## src/rtl/ptw_pkg.sv

```systemverilog
package ptw_pkg;
  localparam int unsigned VA_W      = 32;
  localparam int unsigned PTE_W     = 32;
  localparam int unsigned OFF_W     = 10;
  localparam int unsigned L2_W      = 10;
  localparam int unsigned L1_W      = VA_W - L2_W - OFF_W;
  localparam int unsigned FRAME_W   = PTE_W - OFF_W;
  localparam int unsigned PTE_SHIFT = $clog2(PTE_W / 8);
  localparam int unsigned VLD_BIT   = 0;
  localparam int unsigned WR_BIT    = 1;

  typedef enum logic [1:0] {
    FLT_NONE  = 2'd0,
    FLT_OUTER = 2'd1,
    FLT_INNER = 2'd2,
    FLT_PROT  = 2'd3
  } fault_e;

  typedef enum logic [2:0] {
    ST_IDLE,
    ST_OUTER,
    ST_INNER,
    ST_DONE,
    ST_FAULT
  } walk_state_e;
endpackage

```

## src/rtl/ptw_addr_gen.sv

```systemverilog
module ptw_addr_gen
  import ptw_pkg::*;
(
  input  logic [VA_W-1:0]    vaddr_i,
  input  logic [VA_W-1:0]    base_i,
  input  logic [FRAME_W-1:0] tbl_frame_i,
  input  logic               inner_i,
  output logic [VA_W-1:0]    addr_o,
  output logic [OFF_W-1:0]   off_o
);
  logic [L1_W-1:0] p1;
  logic [L2_W-1:0] p2;
  logic [VA_W-1:0] outer_a, inner_a, tbl_base;

  assign {p1, p2, off_o} = vaddr_i;
  assign tbl_base = {tbl_frame_i, {OFF_W{1'b0}}};
  // inner table spans several frames, so add rather than OR
  assign outer_a  = base_i   + (VA_W'(p1) << PTE_SHIFT);
  assign inner_a  = tbl_base + (VA_W'(p2) << PTE_SHIFT);
  assign addr_o   = inner_i ? inner_a : outer_a;
endmodule

```

## src/rtl/ptw_pte_decode.sv

```systemverilog
module ptw_pte_decode
  import ptw_pkg::*;
(
  input  logic [PTE_W-1:0]   pte_i,
  input  logic               inner_i,
  input  logic               write_i,
  output logic [FRAME_W-1:0] frame_o,
  output fault_e             fault_o
);
  logic vld, wr;
  logic rsvd_unused;

  assign vld         = pte_i[VLD_BIT];
  assign wr          = pte_i[WR_BIT];
  assign frame_o     = pte_i[PTE_W-1:OFF_W];
  assign rsvd_unused = ^pte_i[OFF_W-1:WR_BIT+1];

  always_comb begin
    if (!vld)                         fault_o = inner_i ? FLT_INNER : FLT_OUTER;
    else if (inner_i && write_i && !wr) fault_o = FLT_PROT;
    else                              fault_o = FLT_NONE;
  end

  always_comb begin
    if (!inner_i) a_r6_outer_no_prot: assert (fault_o != FLT_PROT && fault_o != FLT_INNER);
  end
endmodule

```

## src/rtl/ptw_result_reg.sv

```systemverilog
module ptw_result_reg
  import ptw_pkg::*;
(
  input  logic            clk_i,
  input  logic            rst_ni,
  input  logic            load_i,
  input  logic [VA_W-1:0] paddr_i,
  input  fault_e          fault_i,
  output logic [VA_W-1:0] paddr_o,
  output fault_e          fault_o
);
  always_ff @(posedge clk_i or negedge rst_ni) begin
    if (!rst_ni) begin
      paddr_o <= '0;
      fault_o <= FLT_NONE;
    end else if (load_i) begin
      paddr_o <= (fault_i == FLT_NONE) ? paddr_i : '0;
      fault_o <= fault_i;
    end
  end
endmodule

```

## src/rtl/pt_walker.sv

```systemverilog
module pt_walker
  import ptw_pkg::*;
(
  input  logic             clk_i,
  input  logic             rst_ni,
  input  logic             req_valid_i,
  input  logic             req_write_i,
  input  logic [VA_W-1:0]  req_vaddr_i,
  input  logic [VA_W-1:0]  pt_base_i,
  output logic             ready_o,
  output logic             mem_req_o,
  output logic [VA_W-1:0]  mem_addr_o,
  input  logic             mem_ack_i,
  input  logic [PTE_W-1:0] mem_rdata_i,
  output logic             done_o,
  output logic [VA_W-1:0]  paddr_o,
  output logic             fault_o,
  output logic [1:0]       fault_code_o
);
  walk_state_e        state_q, state_d;
  logic [VA_W-1:0]    vaddr_q, base_q;
  logic               wr_q;
  logic [FRAME_W-1:0] tbl_frame_q;

  logic               in_inner;
  logic [OFF_W-1:0]   off;
  logic [FRAME_W-1:0] dec_frame;
  fault_e             dec_fault, res_fault;
  logic               res_load;

  assign in_inner = (state_q == ST_INNER);

  ptw_addr_gen u_addr (
    .vaddr_i     (vaddr_q),
    .base_i      (base_q),
    .tbl_frame_i (tbl_frame_q),
    .inner_i     (in_inner),
    .addr_o      (mem_addr_o),
    .off_o       (off)
  );

  ptw_pte_decode u_dec (
    .pte_i   (mem_rdata_i),
    .inner_i (in_inner),
    .write_i (wr_q),
    .frame_o (dec_frame),
    .fault_o (dec_fault)
  );

  always_comb begin
    state_d = state_q;
    unique case (state_q)
      ST_IDLE:  if (req_valid_i) state_d = ST_OUTER;
      ST_OUTER: if (mem_ack_i)   state_d = (dec_fault != FLT_NONE) ? ST_FAULT : ST_INNER;
      ST_INNER: if (mem_ack_i)   state_d = (dec_fault != FLT_NONE) ? ST_FAULT : ST_DONE;
      default:                   state_d = ST_IDLE;
    endcase
  end

  always_ff @(posedge clk_i or negedge rst_ni) begin
    if (!rst_ni) begin
      state_q     <= ST_IDLE;
      vaddr_q     <= '0;
      base_q      <= '0;
      wr_q        <= 1'b0;
      tbl_frame_q <= '0;
    end else begin
      state_q <= state_d;
      if (state_q == ST_IDLE && req_valid_i) begin
        vaddr_q <= req_vaddr_i;
        base_q  <= pt_base_i;
        wr_q    <= req_write_i;
      end
      if (state_q == ST_OUTER && mem_ack_i) tbl_frame_q <= dec_frame;
    end
  end

  assign res_load = (state_d == ST_DONE || state_d == ST_FAULT) &&
                    (state_q == ST_OUTER || state_q == ST_INNER);

  ptw_result_reg u_res (
    .clk_i   (clk_i),
    .rst_ni  (rst_ni),
    .load_i  (res_load),
    .paddr_i ({dec_frame, off}),
    .fault_i (dec_fault),
    .paddr_o (paddr_o),
    .fault_o (res_fault)
  );

  assign ready_o      = (state_q == ST_IDLE);
  assign mem_req_o    = (state_q == ST_OUTER) || in_inner;
  assign done_o       = (state_q == ST_DONE) || (state_q == ST_FAULT);
  assign fault_code_o = res_fault;
  assign fault_o      = (res_fault != FLT_NONE);

  a_r9_req_hold: assert property (@(posedge clk_i) disable iff (!rst_ni)
    mem_req_o && !mem_ack_i |=> mem_req_o && $stable(mem_addr_o));
  a_r10_done_pulse: assert property (@(posedge clk_i) disable iff (!rst_ni)
    done_o |=> !done_o);
  a_r10_result_hold: assert property (@(posedge clk_i) disable iff (!rst_ni)
    !done_o |-> $stable(paddr_o) && $stable(fault_code_o));
  a_r10_fault_zero_addr: assert property (@(posedge clk_i) disable iff (!rst_ni)
    done_o && fault_o |-> paddr_o == '0);
  a_r11_idle_quiet: assert property (@(posedge clk_i) disable iff (!rst_ni)
    ready_o |-> !mem_req_o && !done_o);
  a_r8_prot_needs_write: assert property (@(posedge clk_i) disable iff (!rst_ni)
    done_o && fault_code_o == FLT_PROT |-> wr_q);
  a_r3_inner_after_ack: assert property (@(posedge clk_i) disable iff (!rst_ni)
    in_inner && !$past(in_inner) |-> $past(mem_ack_i));
endmodule

```

## config.mk

```make
export PLATFORM = sky130hd
export DESIGN_NAME = pt_walker
export DESIGN_NICKNAME = d
export VERILOG_FILES = /design/src/rtl/ptw_pkg.sv /design/src/rtl/ptw_addr_gen.sv /design/src/rtl/ptw_pte_decode.sv /design/src/rtl/ptw_result_reg.sv /design/src/rtl/pt_walker.sv
export SDC_FILE = /design/constraint.sdc
export NUM_CORES = 1
export LEC_CHECK = 0
export ABC_AREA = 0
export ABC_CLOCK_PERIOD_IN_PS = 2700
export CORE_MARGIN = 5
export CORE_UTILIZATION = 50
export DETAILED_ROUTE_END_ITERATION = 12
export DONT_BUFFER_PORTS = 1
export PLACE_DENSITY = 0.77
export SLEW_MARGIN = 10
export SYNTH_ARGS = -nofsm -noshare
export SYNTH_HDL_FRONTEND = slang
export SYNTH_HIERARCHICAL = 1
export SYNTH_SLANG_ARGS = --single-unit
```

## constraint.sdc

```tcl
create_clock -name clk_i -period 2.7 [get_ports clk_i]
set_clock_uncertainty 0.15 [all_clocks]
set_input_delay 0.54 -clock clk_i [delete_from_list [all_inputs] [get_ports clk_i]]
set_output_delay 0.54 -clock clk_i [all_outputs]
set_load 0.01 [all_outputs]
```

# Word level (Yosys, flattened, before mapping)
# Cells that the tools add are included.
[word_totals] reg_bits=124 output_inout_bits=70 inputBits=101 elab_cells=39
[op_classes] reduce_logical=13 addsub=2 mux=11 n_eq_ne=6
[ops] operator="32-bit 2-to-1 mux" n=2
[ops] operator="32-bit by 12-bit adder with 32-bit output" n=1
[ops] operator="32-bit by 14-bit adder with 32-bit output" n=1
[ops] operator="3-bit 2-to-1 mux" n=5
[ops] operator="3-bit by 2-bit equality test with 1-bit output, second input constant" n=3
[ops] operator="3-bit case mux with 3 select lines" n=1
[ops] operator="3-bit equality test, second input constant" n=2
[ops] operator="2-bit 2-to-1 mux" n=3
[ops] operator="1-bit logical AND" n=5
[ops] operator="2-bit nonzero test" n=2
[ops] operator="3-bit by 1-bit equality test with 1-bit output, second input constant" n=1
[ops] operator="3-bit logical NOT" n=1
[ops] operator="1-bit logical OR" n=3
[ops] operator="2-bit logical NOT" n=1
[ops] operator="1-bit logical NOT" n=1

# Logic depth before layout (Yosys ltp)
[depth] ltp_word=12 depth_mapped=10 mapped_depth_nobuf=8

# Modules after synthesis
# Netlist, hierarchy kept.
[by_module_without_submodules] module="pt_walker" cells_per_inst=212 area_each_um2=3726.1 seq_area_each_um2=2252.2 n_inst=1
[by_module_without_submodules] module="ptw_addr_gen" cells_per_inst=268 area_each_um2=1833.0 seq_area_each_um2=0.0 n_inst=1
[by_module_without_submodules] module="ptw_result_reg" cells_per_inst=144 area_each_um2=1592.8 seq_area_each_um2=850.8 n_inst=1
[by_module_without_submodules] module="ptw_pte_decode" cells_per_inst=26 area_each_um2=192.7 seq_area_each_um2=0.0 n_inst=1

# Worst setup path after synthesis
# OpenSTA, ideal clock, no wires.
[synth_timing] path_kind="register to output" from="register state_q[0]" to="output port mem_addr_o[24]" path_stages_with_launch=6 required_time_ns=2.010 arrival_ns=2.067 path_buffers=3 setup_slack_ns=-0.057 path_cell_list="dfrtp_1 nor3b_1 clkbuf_1 clkbuf_1 clkbuf_1 mux2i_1"
[synth_between] elab_chain_cells=2
[synth_rtl] item="start, declared" line="pt_walker.sv:20" source="walk_state_e state_q, state_d;"
[synth_rtl] item="start signal, assigned" line="pt_walker.sv:68" source="state_q <= state_d;"
[synth_rtl] item="3-bit by 2-bit equality test with 1-bit output" line="pt_walker.sv:31" source="assign in_inner = (state_q == ST_INNER);"
[synth_rtl] item="via in_inner" line="pt_walker.sv:25" source="logic in_inner;"
[synth_rtl] item="32-bit 2-to-1 mux" line="ptw_addr_gen.sv:20" source="assign addr_o = inner_i ? inner_a : outer_a;"
[synth_rtl] item="end, declared" line="pt_walker.sv:12" source="output logic [VA_W-1:0] mem_addr_o,"
# The timed path passes the listed nets, and every way through them passes these cells.

# Final worst setup path
[layout_timing] from="register base_q[2]" to="output port mem_addr_o[24]"
[layout_between] elab_chain_cells=2
[layout_rtl] item="start, declared" line="pt_walker.sv:21" source="logic [VA_W-1:0] vaddr_q, base_q;"
[layout_rtl] item="start signal, assigned" line="pt_walker.sv:71" source="base_q <= pt_base_i;"
[layout_rtl] item="32-bit by 14-bit adder with 32-bit output" line="ptw_addr_gen.sv:18" source="assign outer_a = base_i + (VA_W'(p1) << PTE_SHIFT);"
[layout_rtl] item="32-bit 2-to-1 mux" line="ptw_addr_gen.sv:20"
# No other way between the ends.

==> results.md <==
- Post-synthesis sequential area ratio: 42.25%
- R2R Path Start: state_q[2]
- Synth unique cells: 65
- Setup Crit Path Kind: reg -> out
- Most frequent cells in the layout: dfrtp_1 (122), buf_4 (75), nand2_1 (65), mux2_4 (50), mux2_2 (40)
- Post-synth EDFFs: 0
- Min Hold Slack: -332.2 ps
- Final Instance Area: 8479 sq um
- Leak Pwr: 3.634 nW
- Final setup fails: 26
- Post-synth top area share: 42.25%
- Drt drc: 0
- Via-to-Cell Ratio: 5.663
- Synth Area per Inst: 11.30 sq um
- Post-DP Area: 7654 sq um
- Largest stage delay, worst path: 380 ps
- Max-Cap Viols: 0
- Syn. warnings: 6
- Row cnt: 44
- Pre-antenna DRT Iters: 5
- # nets final: 806
- Layout cell share with drive strength beyond 1: 38.52%
- First-pass GRT wire length: 28660 um
- Logic pwr share: 53.7%
- Final period utilization: 125.9%
- Io pins: 171
- CP arrival: 2710 ps
- Failing checks: negative hold slack, negative setup slack
- Layout filler cell count: 1155
- CP bufs+invs: 2
- Slew @ Worst Pin: 979.3 ps
- Worst R2R End: u_res/paddr_o[20]
- Starting Density: 50.73%
- Final WL: 17960 um
- Top FF cell, synth: dfrtp_1
- Synthesized net count: 767
- Final Max Tran Viols: 0
- Antenna-violating nets left: 0
- Critical Path End Type: output pin
- Peak Freq: 294.1 MHz
- Crit path required time: 2010 ps
- Synthesized cell area: 7345 sq um
- Total gr overflow: 0
- Initial antenna violation count: 1
- Crit Path Max Fanout: 9
- Register bit count reported by yosys: 124
- Final Non-Filler Cells: 886
- Vias in the first global route: 5318
- Setup slack, reg-to-reg: 150 ps
- RSZ-0062 raised after global routing: yes
- Final HPWL from detailed placement: 12920 um
- Register area: 3105 sq um
- Worst skew pair latency: 410 ps
- Power, Total: 12.92 mW
- Hold Vio Cnt, Final: 124
- Area Growth Syn to Fin: 15.45%
- Leading area contributor after synthesis: dfrtp_1
- Total GRT Usage: 20.58%
- Minimum clock period: 3400 ps
- Die span in y: 131.2 um
- CTS Root Cell: clkbuf_16
- DR iter-0 viols: 237
- Die Area: 17210 sq um
- GPL Wtd Cong: 0.8571
- Clock Power Share: 17.7%
- Largest net degree at the start of global routing: 125
- Min-delay worst type: in -> async
- Area of the multi-input gates: 3741 sq um
- Sequential share of power: 28.6%
- Slowest cell on crit path: dfrtp_1
- Switching Share: 39.32%
- CP cell instances: ha_2 -> fa_2 -> a21oi_2 -> o211a_1 -> nor4_4 -> buf_6 -> o211ai_1 -> xor2_1 -> mux2i_1 -> buf_4
- CTS tree: built
- DR WL/cell: 20.27 um
- Startpoint types: flop
- CTS Buffer Depth: 2
- Num CTS Buffers: 17
- Final WS setup: -700.4 ps
- Core ar.: 14480 sq um
- Commonest non-fill, non-tap cell in the layout: dfrtp_1
- FF-to-FF path depth: 6
- Cell family with most CP delay: compound AO/OA/AOI/OAI gates
- Synth Instances: 650
- Port bufs: 0
- Internal Pwr Total: 7.838 mW
- Worst VDD drop: 0.6205 mV
- Fraction of registers with async set/reset: 100.0%
- Via count: 5017
- # H-tree levels: 4
- PwrDens: 1523 nW/um^2
- Sw Pwr: 5.080 mW
- Clk sinks: 124
- Leading post-synthesis cells by cell area: dfrtp_1 (42%), mux2_4 (10%), mux2_2 (6.1%)
- Max_slew headroom: 34.71%
- Status: complete, but fails checks
- Dpl cells: 843
- Worst-path clk slew: 60 ps
- Die X: 131.2 um
worst register-to-register path: cells and delay by family, from the launching register on:
family	cells	cell delay [ps]
DFF	1	470
and+or+nand+nor	2	1020
buffers and inverters	2	310
AOI/OAI and AO/OA	2	430
how the worst max path moves through the flow:
stage | start | to | slack, ps | cells past startpoint
final | base_q[2] | mem_addr_o[24] | -700 | 10
after global routing | base_q[2] | mem_addr_o[24] | -810 | 10
after CTS | base_q[2] | mem_addr_o[24] | -700 | 10
after detailed placement | vaddr_q[20] | mem_addr_o[20] | -320 | 9
after global placement | vaddr_q[20] | mem_addr_o[20] | -290 | 9
after floorplan | vaddr_q[24] | mem_addr_o[11] | 5 | 7
power groups by stage:
| stage | clock network [mW] | logic, mW | registers [mW] |
|---|---|---|---|
| finish | 2.29 | 6.94 | 3.69 |
| global route | 2.42 | 7.47 | 3.82 |
| CTS | 2.33 | 6.82 | 3.69 |
| detailed placement | 0 | 6.38 | 3.68 |
| global placement | 0 | 6.18 | 3.61 |
| floorplan | 0 | 4.65 | 3.46 |
repair_timing:
item / CTS / global route
hold endpoints to repair: 124 / 124
endpoints found under the setup margin: 26 / 29
resized for setup: 32 / 11
pin swaps: 32 / 16
setup buffers: 7 / 6
synthesized netlist by cell type (2+ instances only):
library cell,number
mux2_4,50
buf_12,6
o2111ai_1,3
or2_2,2
o21ai_0,22
o31ai_1,2
o22ai_2,30
and4_1,2
nor2b_1,10
nor2_1,19
inv_1,38
buf_4,39
and2_1,2
nand2b_1,5
mux2i_1,5
clkbuf_1,9
nand2_1,65
o22ai_1,3
mux2_2,40
a32oi_1,2
and3_1,5
nand3_1,17
and4_2,2
o21a_1,5
nand4_1,8
buf_6,5
ha_1,14
nor3_1,9
a2111oi_0,3
o21ai_1,5
a22oi_1,2
buf_2,2
nor3b_1,6
xnor2_1,21
a211o_1,3
xor2_1,16
dfrtp_1,124
o211ai_1,6
a21o_1,4
a21oi_1,13
fa_1,2
flip-flops by register name, indices dropped and copies added (netlist names):
| register | count |
|---|---|
| tbl_frame_q | 22 |
| state_q | 3 |
| u_res/paddr_o | 32 |
| vaddr_q | 32 |
| u_res/fault_o | 2 |
| wr_q | 1 |
| base_q | 32 |
kinds of logic (layout without fill, tap and decap cells):
logic type                 count (synthesis)  count (layout)  synth area share (%)
other                                      0               1                     0
AOI/OAI and AO/OA                        113             113                 12.50
xor gates and xnor gates                  37              37                 4.412
muxes                                     96              96                 17.19
buffers and inverters                     99             150                 8.927
DFF                                      124             124                 42.25
adders and majority gates                 16              16                 2.930
and+or+nand+nor                          165             165                 11.79
final cells by class:
| cell class | instances | share of cell area (%) |
|---|---|---|
| multi-input combinational | 427 | 44.12 |
| sequential | 124 | 36.62 |
| timing repair buffer | 81 | 7.850 |
| clock buffer | 21 | 5.312 |
| tap | 184 | 2.715 |
| inverter | 38 | 1.682 |
| clock inverter | 10 | 1.667 |
| antenna | 1 | 0.02951 |
metal layers:
layer	GRT usage (%)	up-vias	wire length (um)	share of wire [%]
li1	-	2334	-	-
met1	25.24	2472	7523	42
met2	33.72	173	8780	49
met3	6.422	38	1142	6.4
met4	8.430	0	516	2.9
met5	0	-	0	0
stage by stage:
stage	TNS (ps)	worst slack (ps)	util [%]
finish	-12710	-700.4	58.56
global route	-16110	-812.5	58.56
floorplan	0	4.704	-
detailed placement	-4447	-318.6	52.86
global placement	-3023	-287.8	52.86
CTS	-12400	-696.2	58.06
Note: power is estimated with default switching activity, not from simulation.
